--- src/rtl/stm_pkg.sv ---
package stm_pkg;
    typedef enum logic [1:0] {
        OP_FLOW  = 2'd0,
        OP_COND  = 2'd1,
        OP_BLIND = 2'd2,
        OP_RSVD  = 2'd3
    } mv_op_e;
endpackage

--- src/rtl/stm_itab.sv ---
module stm_itab #(
    parameter int unsigned NSTR = 32,
    parameter int unsigned IW   = 14,
    localparam int unsigned SW  = $clog2(NSTR)
) (
    input  logic          clk,
    input  logic          wr_en,
    input  logic [SW-1:0] wr_idx,
    input  logic [IW-1:0] wr_word,
    input  logic [SW-1:0] rd_idx,
    output logic [IW-1:0] rd_word
);
    logic [IW-1:0] mem_q [NSTR];

    always_ff @(posedge clk) begin
        if (wr_en) mem_q[wr_idx] <= wr_word;
    end

    assign rd_word = mem_q[rd_idx];
endmodule

--- src/rtl/stm_bufbank.sv ---
module stm_bufbank #(
    parameter int unsigned NSTR = 32,
    parameter int unsigned DW   = 32,
    localparam int unsigned SW  = $clog2(NSTR)
) (
    input  logic            clk,
    input  logic            rst_n,
    input  logic            own_we,
    input  logic [SW-1:0]   own_idx,
    input  logic [DW-1:0]   own_data,
    input  logic            own_vld,
    input  logic            join_we,
    input  logic [SW-1:0]   join_idx,
    input  logic [DW-1:0]   join_data,
    input  logic [SW-1:0]   rd_idx,
    output logic [DW-1:0]   rd_data,
    output logic [NSTR-1:0] vld_q,
    output logic [NSTR-1:0] vld_d
);
    logic [DW-1:0] data_q [NSTR];

    // valid vector: next value computed here, registered below
    always_comb begin
        vld_d = vld_q;
        if (own_we)  vld_d[own_idx]  = own_vld;
        if (join_we) vld_d[join_idx] = 1'b1;
    end

    always_ff @(posedge clk or negedge rst_n) begin
        if (!rst_n) vld_q <= '0;
        else        vld_q <= vld_d;
    end

    // the data word is written unconditionally; only the valid bit is gated
    always_ff @(posedge clk) begin
        if (own_we)  data_q[own_idx]  <= own_data;
        if (join_we) data_q[join_idx] <= join_data;
    end

    assign rd_data = data_q[rd_idx];

    a_r6_refused_word_held: assert property (@(posedge clk) disable iff (!rst_n)
        (own_we && own_vld) |=> vld_q[$past(own_idx)]);

    a_r10_join_marks_full: assert property (@(posedge clk) disable iff (!rst_n)
        join_we |=> vld_q[$past(join_idx)]);
endmodule

--- src/rtl/stream_mover.sv ---
module stream_mover #(
    parameter int unsigned NSTR  = 32,
    parameter int unsigned DW    = 32,
    parameter int unsigned NPORT = 5,
    localparam int unsigned SW   = $clog2(NSTR),
    localparam int unsigned EW   = SW + 1,
    localparam int unsigned PW   = $clog2(NPORT),
    localparam int unsigned IW   = 2 + 2 * EW
) (
    input  logic                clk,
    input  logic                rst_n,
    input  logic                sched_vld,
    input  logic [SW-1:0]       sched_id,
    input  logic                cfg_we,
    input  logic [SW-1:0]       cfg_idx,
    input  logic [1:0]          cfg_op,
    input  logic [EW-1:0]       cfg_src,
    input  logic [EW-1:0]       cfg_dst,
    input  logic [NPORT*DW-1:0] rx_data,
    input  logic [NPORT-1:0]    rx_vld,
    output logic [NPORT-1:0]    rx_acc,
    output logic [NPORT*DW-1:0] tx_data,
    output logic [NPORT-1:0]    tx_vld,
    input  logic [NPORT-1:0]    tx_acc
);
    import stm_pkg::*;

    typedef struct packed {
        logic          r_act;     // read stage occupied
        logic [SW-1:0] r_id;
        mv_op_e        r_op;
        logic [EW-1:0] r_src;
        logic [EW-1:0] r_dst;
        logic          r_full;    // buffer status looked up one cycle early
        logic          w_act;     // write stage occupied
        logic [SW-1:0] w_id;
        mv_op_e        w_op;
        logic [EW-1:0] w_dst;
        logic [DW-1:0] w_data;
        logic          w_vld;
        logic          w_prev_rd; // read outcome of the instruction before
        logic          st_rd;     // status: last read fetched a fresh word
        logic          st_wr;     // status: last write completed
    } state_t;

    state_t s_q, s_d;

    logic [IW-1:0]   it_word;
    logic [DW-1:0]   buf_rd;
    logic [NSTR-1:0] buf_vld_q, buf_vld_d;
    logic            own_we, own_vld, join_we;
    logic [SW-1:0]   join_idx;

    stm_itab #(.NSTR(NSTR), .IW(IW)) u_itab (
        .clk     (clk),
        .wr_en   (cfg_we),
        .wr_idx  (cfg_idx),
        .wr_word ({cfg_op, cfg_src, cfg_dst}),
        .rd_idx  (sched_id),
        .rd_word (it_word)
    );

    stm_bufbank #(.NSTR(NSTR), .DW(DW)) u_buf (
        .clk       (clk),
        .rst_n     (rst_n),
        .own_we    (own_we),
        .own_idx   (s_q.w_id),
        .own_data  (s_q.w_data),
        .own_vld   (own_vld),
        .join_we   (join_we),
        .join_idx  (join_idx),
        .join_data (s_q.w_data),
        .rd_idx    (s_q.r_id),
        .rd_data   (buf_rd),
        .vld_q     (buf_vld_q),
        .vld_d     (buf_vld_d)
    );

    // endpoint decode for both stages
    logic          r_is_port, w_is_port, w_is_buf;
    logic [PW-1:0] r_sp, w_dp;
    logic [DW-1:0] rx_word;

    always_comb begin
        r_sp      = s_q.r_src[PW-1:0];
        w_dp      = s_q.w_dst[PW-1:0];
        r_is_port = !s_q.r_src[EW-1] && (s_q.r_src[SW-1:0] < SW'(NPORT));
        w_is_port = !s_q.w_dst[EW-1] && (s_q.w_dst[SW-1:0] < SW'(NPORT));
        w_is_buf  = s_q.w_dst[EW-1];
        join_idx  = s_q.w_dst[SW-1:0];
        rx_word   = r_is_port ? rx_data[int'(r_sp)*DW +: DW] : '0;
    end

    generate
        for (genvar p = 0; p < NPORT; p++) begin : g_tx
            assign tx_data[p*DW +: DW] = s_q.w_data;
        end
    endgenerate

    logic w_force, cond_blk, fork_hit, nxt_acc, nxt_ok, w_succ, tgt_ok;
    logic acc_out, fresh, cap_vld;
    logic [DW-1:0] cap_data;

    always_comb begin
        s_d = s_q;

        // ---- write-stage qualifiers ----
        w_force  = (s_q.w_op == OP_COND) && s_q.w_prev_rd && !s_q.st_wr;
        cond_blk = (s_q.r_op == OP_COND) && !s_q.st_rd;
        fork_hit = s_q.w_act && (s_q.w_op != OP_BLIND) && s_q.w_vld && !w_force
                && w_is_port && s_q.r_act && r_is_port && (r_sp == w_dp);
        nxt_acc  = (s_q.r_op == OP_BLIND) || (!s_q.r_full && !cond_blk);
        nxt_ok   = fork_hit ? nxt_acc : 1'b1;

        // ---- write stage ----
        tx_vld  = '0;
        w_succ  = 1'b0;
        tgt_ok  = 1'b0;
        own_we  = 1'b0;
        own_vld = 1'b0;
        join_we = 1'b0;
        if (s_q.w_act) begin
            if (s_q.w_op == OP_BLIND) begin
                w_succ = 1'b1;
                if (w_is_port)     tx_vld[w_dp] = 1'b1;
                else if (w_is_buf) join_we      = 1'b1;
            end else begin
                own_we = 1'b1;
                if (s_q.w_vld && !w_force) begin
                    if (w_is_port) begin
                        tx_vld[w_dp] = nxt_ok;
                        w_succ       = tx_acc[w_dp] && nxt_ok;
                    end else if (w_is_buf) begin
                        tgt_ok  = !buf_vld_q[join_idx] && (join_idx != s_q.w_id)
                               && !(s_q.r_act && (s_q.r_id == join_idx));
                        join_we = tgt_ok;
                        w_succ  = tgt_ok;
                    end
                end
                own_vld = s_q.w_vld && !w_succ;
            end
        end

        // ---- read stage ----
        acc_out  = 1'b0;
        fresh    = 1'b0;
        cap_vld  = 1'b0;
        cap_data = '0;
        if (s_q.r_act) begin
            if (s_q.r_op == OP_BLIND) begin
                cap_vld  = 1'b1;
                fresh    = 1'b1;
                acc_out  = r_is_port && !fork_hit;
                cap_data = fork_hit ? s_q.w_data : (r_is_port ? rx_word : buf_rd);
            end else if (s_q.r_full) begin
                cap_vld  = 1'b1;
                cap_data = buf_rd;
            end else if (!cond_blk && r_is_port) begin
                if (fork_hit) begin
                    cap_vld  = w_succ;
                    cap_data = s_q.w_data;
                end else begin
                    acc_out  = 1'b1;
                    cap_vld  = rx_vld[r_sp];
                    cap_data = rx_word;
                end
                fresh = cap_vld;
            end
        end
        rx_acc = '0;
        if (acc_out) rx_acc[r_sp] = 1'b1;

        // ---- next state ----
        s_d.r_act     = sched_vld;
        s_d.r_id      = sched_id;
        s_d.r_op      = mv_op_e'(it_word[IW-1 -: 2]);
        s_d.r_src     = it_word[2*EW-1 -: EW];
        s_d.r_dst     = it_word[EW-1:0];
        s_d.r_full    = buf_vld_d[sched_id];
        s_d.w_act     = s_q.r_act;
        s_d.w_id      = s_q.r_id;
        s_d.w_op      = s_q.r_op;
        s_d.w_dst     = s_q.r_dst;
        s_d.w_data    = cap_data;
        s_d.w_vld     = cap_vld;
        s_d.w_prev_rd = s_q.st_rd;
        s_d.st_rd     = s_q.r_act && fresh;
        s_d.st_wr     = s_q.w_act && w_succ;
    end

    always_ff @(posedge clk or negedge rst_n) begin
        if (!rst_n) s_q <= '0;
        else        s_q <= s_d;
    end

    a_r1_single_handshake: assert property (@(posedge clk) disable iff (!rst_n)
        $onehot0(rx_acc) && $onehot0(tx_vld));

    a_r3_accept_needs_empty: assert property (@(posedge clk) disable iff (!rst_n)
        (s_q.r_act && s_q.r_full && s_q.r_op != OP_BLIND) |-> (rx_acc == '0));

    a_r4_no_repeat_slot: assert property (@(posedge clk) disable iff (!rst_n)
        (sched_vld && s_q.r_act && s_q.r_op != OP_BLIND) |-> (sched_id != s_q.r_id));

    a_r5_invalid_no_write: assert property (@(posedge clk) disable iff (!rst_n)
        (s_q.w_act && s_q.w_op != OP_BLIND && !s_q.w_vld) |-> (tx_vld == '0));

    a_r8_forced_park: assert property (@(posedge clk) disable iff (!rst_n)
        (s_q.w_act && s_q.w_op == OP_COND && s_q.w_prev_rd && !s_q.st_wr) |-> (tx_vld == '0));
endmodule

--- config.mk ---
export PLATFORM = sky130hd
export DESIGN_NAME = stream_mover
export DESIGN_NICKNAME = d
export VERILOG_FILES = /design/src/rtl/stm_pkg.sv /design/src/rtl/stm_itab.sv /design/src/rtl/stm_bufbank.sv /design/src/rtl/stream_mover.sv
export SDC_FILE = /design/constraint.sdc
export NUM_CORES = 2
export LEC_CHECK = 0
export ABC_AREA = 1
export BUFFER_PORTS_ARGS = -buffer_cell sky130_fd_sc_hd__buf_2
export CAP_MARGIN = 25
export CORE_MARGIN = 3
export CORE_UTILIZATION = 40
export CTS_CLUSTER_SIZE = 24
export DETAILED_ROUTE_END_ITERATION = 6
export PLACE_DENSITY = 0.64
export SLEW_MARGIN = 20
export SYNTH_ARGS = -nofsm -noshare
export SYNTH_HDL_FRONTEND = slang
export SYNTH_SLANG_ARGS = --single-unit
--- constraint.sdc ---
create_clock -name clk -period 6.25 [get_ports clk]
set_input_delay 0.9375 -clock clk [delete_from_list [all_inputs] [get_ports clk]]
set_output_delay 0.9375 -clock clk [all_outputs]
set_load 0.1 [all_outputs]
==> impl_results.md <==
* Top Ports at roughly 370
* Setup violators final at 0
* Root Buffer: clkbuf_16
* Initial Utilization at 40.34%
* Worst endpoint data arrival time at 4.24 ns
* Failing checks: DRC
* Multiplexer share of the synthesized area at 0%
* Vias/cell at roughly 5.8
* First-pass DRT Iterations at 7
* H-Tree Depth at 4
* Longest Clk Path Bufs at 3
* Die Ht at around 410 um
* Hpwl dp at 118.7 mm
* Tcrit/Tclk final at 82.77%
* Syn Inst Count at ~5500
* CP max FO at 17
* Vias at between 40000 and 50000
* Cts repair resizes at 0
* Rows at ~150
* Setup ws final at ~1.1 ns
* Crit path max-delay family: simple AND/OR/NAND/NOR gates
* Compound-gate portion of the synthesized area at roughly an eighth
* Slowest CP cell: nand3_1
* Core area at 163100 um2
* Critical path class: flip-flop to primary output
* Relative slew slack at 23.25%
* Remaining DRCs at 3
* Peak VDD IR at between 0.4 and 0.5 mV
* FF+latch count, synth at around 1600
* Die W at 411.6 um
* Largest net degree at the start of global routing at 180
* Share of cells above drive strength 1 at about 14%
* Fin crit period at ~5.2 ns
* Critical Path Max Stage Delay at 0.74 ns
* Hold WS at about 0.16 ns
* Die ar. at approximately 170000 um2
* Final Net Count at 5815
* Crit start category: flip-flop
* Global-route wire length before repair at a little under 300 mm
* Worst EP required at approximately 5.3 ns
* Initial antenna violation count at 8
* Vias in the first global route at between 40000 and 50000
* Worst slack, placed at around 2.1 ns
* Xor and xnor area share after synthesis at 0.05324%
* CTS Hold Bufs at 0
* Skew-Pair Late Insertion Delay at 0.82 ns
* Routed wire length at around 200 mm
* Post-synthesis simple-gate area fraction at between 10% and 20%
* CTS tree: built
* Routed Antenna Nets at 0
* Syn nets at 5675
* Adder-cell share of the synthesized area at 0%
* Max-slew violations at 0
* Syn. warnings at 0
* Final Hold Vio Count at 0
* Crit-path cells: buf_4, nor2_1, o21ai_1, nor2_1, nand2_1, nand3_1, nor2_1, buf_12
* Sink Count at approximately 1600
* Hold WC Path Type: input port to async pin
* CP endpoint kind: primary output
* Worst setup path startpoint: join_idx[0]$_DFF_PN0_
* RSZ-0062 raised after global routing: no
* Max-Cap Viols at 0
* Iteration-0 DRC Markers at just over 6000
* Setup Buffers After CTS at 0
* FF-to-FF Start: s_d[47]$_DFF_PN0_
* Layout area overhead at 13.28%
* Pwr dens at roughly 330 nW/um2
* Gpl congestion at 0.9181
* Syn_area_per_cell at between 10 and 15 um2
* Worst Skew at 0.06113 ns
* Max Clk Rate at between 150 and 200 MHz
* Post-synthesis sequential area ratio at between 70 and 80%
* Grt total ovfl at 0
* WP buf/inv at 2
* EDFF count, synth at between 1000 and 1500
* Post-synth top flop: edfxtp_1
* R2R setup slack at just under 2 ns
* Slew @ Worst Pin at between 1 and 1.5 ns
* CTS buffer count at roughly 160
* Largest family of logic cells by synthesized area: simple AND/OR/NAND/NOR gates
* Crit path top cell by count: nor2_1
* Post-synth ARST share at roughly 6.5%
* Average wire per standard cell at about 25 um
* Clock slew seen by the registers of the worst setup and hold paths at around 0.06 ns
* Post-Syn Area at 65810 um2
* Setup TNS at 0 ns
* GRT Total Usage at a little under a quarter
* Leak at around 0.026 uW
* # port buffers at 367
* Outcome: finished, violations left
* Synth cell types at 41
## worst register-to-register path: stages (launching register included)
cell	delay, ns
dfrtp_4	0.74
clkinv_2	0.54
nand2_1	0.21
nand2_1	0.06
nand3b_1	0.14
nor2_1	0.10
nor2_1	0.06
nand3_2	0.08
nand2_2	0.44
nor2_4	0.83
nand3_1	0.26
nand3_1	0.15
nand3_1	0.09
nand3_1	0.14
nand3_1	0.11
nand2_1	0.10
nand2_1	0.08
nand2_1	0.08
## logic make-up after synthesis
group | after synthesis
AO/OA/AOI/OAI | 1239
XOR/XNOR | 4
buffers and inverters | 650
AND/OR/NAND/NOR | 2009
flip-flops | 1575
## final cells by class
cell class                 instances  area [um2]
clock inverter                    67       794.5
antenna                            4       10.01
inverter                         116       465.4
tap                             2175        2721
sequential                      1575       46800
timing repair buffer             511        3244
clock buffer                     225        4380
multi-input combinational       3252       16130
fill                           14570       88600
## state kept, by name, indices dropped and copies added, names as in the netlist
register,flops
u_buf.data_q,1024
u_itab.mem_q,448
tx_data,32
u_buf.vld_q,32
s_q,16
s_d,15
join_idx,5
r_sp,3
## power breakdown
group / switching (uW) / internal, uW / leakage (uW)
clock: 4140 / 5320 / 0.00249
sequential: 176 / 11900 / 0.0146
combinational: 2490 / 607 / 0.00920
total: 6800 / 17800 / 0.0263
## synthesized netlist by cell type (26+ instances only)
cell type	count	share of area [%]
a21oi_1	431	3.3
buf_4	168	1.9
o221ai_1	86	1.1
o31ai_1	92	1.0
clkbuf_1	303	1.7
nand4_1	38	0.36
nor2_1	487	2.8
dfrtp_1	103	3.9
edfxtp_1	1472	67
o311ai_0	64	0.85
nand3_1	270	2.1
a22o_1	32	0.43
o22ai_1	26	0.25
inv_1	105	0.60
o21ai_0	338	2.6
a32oi_1	76	1.0
nand2_1	1179	6.7
a32o_1	69	1.0
buf_1	44	0.25
## through the flow
step	area (um2)	std cells	utilization, %	total power, uW
floorplan	65810	5477	-	14400
global placement	69030	7612	42.31	15310
detailed placement	69230	7622	42.43	15340
CTS	74400	7914	45.61	24690
global route	74530	7921	45.69	25360
finish	74540	7925	45.69	24630
## worst paths after layout
path | cells past startpoint | to
max | 8 | rx_acc[4]
min in group clk | 0 | join_idx[2]$_DFF_PN0_
max reg2reg | 17 | s_q[50]$_DFF_PN0_
min reg2reg | 0 | join_idx[2]$_DFF_PN0_
min | 1 | tx_data[13]$_DFFE_PN0P_
max in group asynchronous | 2 | s_d[48]$_DFF_PN0_
## cells in the final DEF, fill, tap and decap left out, drive strengths merged, types with 4 or more instances in the layout
| cell type | n |
|---|---|
| clkinv | 53 |
| o22ai | 26 |
| nand2 | 1180 |
| a21oi | 431 |
| dfrtp | 103 |
| buf | 511 |
| nor2 | 491 |
| diode | 4 |
| a32o | 69 |
| clkbuf | 225 |
| a32oi | 76 |
| o311ai | 64 |
| nand4 | 38 |
| inv | 118 |
| o21ai | 340 |
| a221oi | 4 |
| nand3 | 271 |
| a31oi | 14 |
| edfxtp | 1472 |
| bufinv | 9 |
| a22o | 32 |
| nor3 | 21 |
| nor4 | 4 |
| o31ai | 92 |
| o221ai | 86 |
## routing by layer
metal / part of all wire [%] / GRT usage [%]
met3: 11 / 5.355
met1: 40 / 31.92
met5: 0 / 0
met2: 45 / 35.51
met4: 3.9 / 9.180
Power figures use the tool's default switching activity.
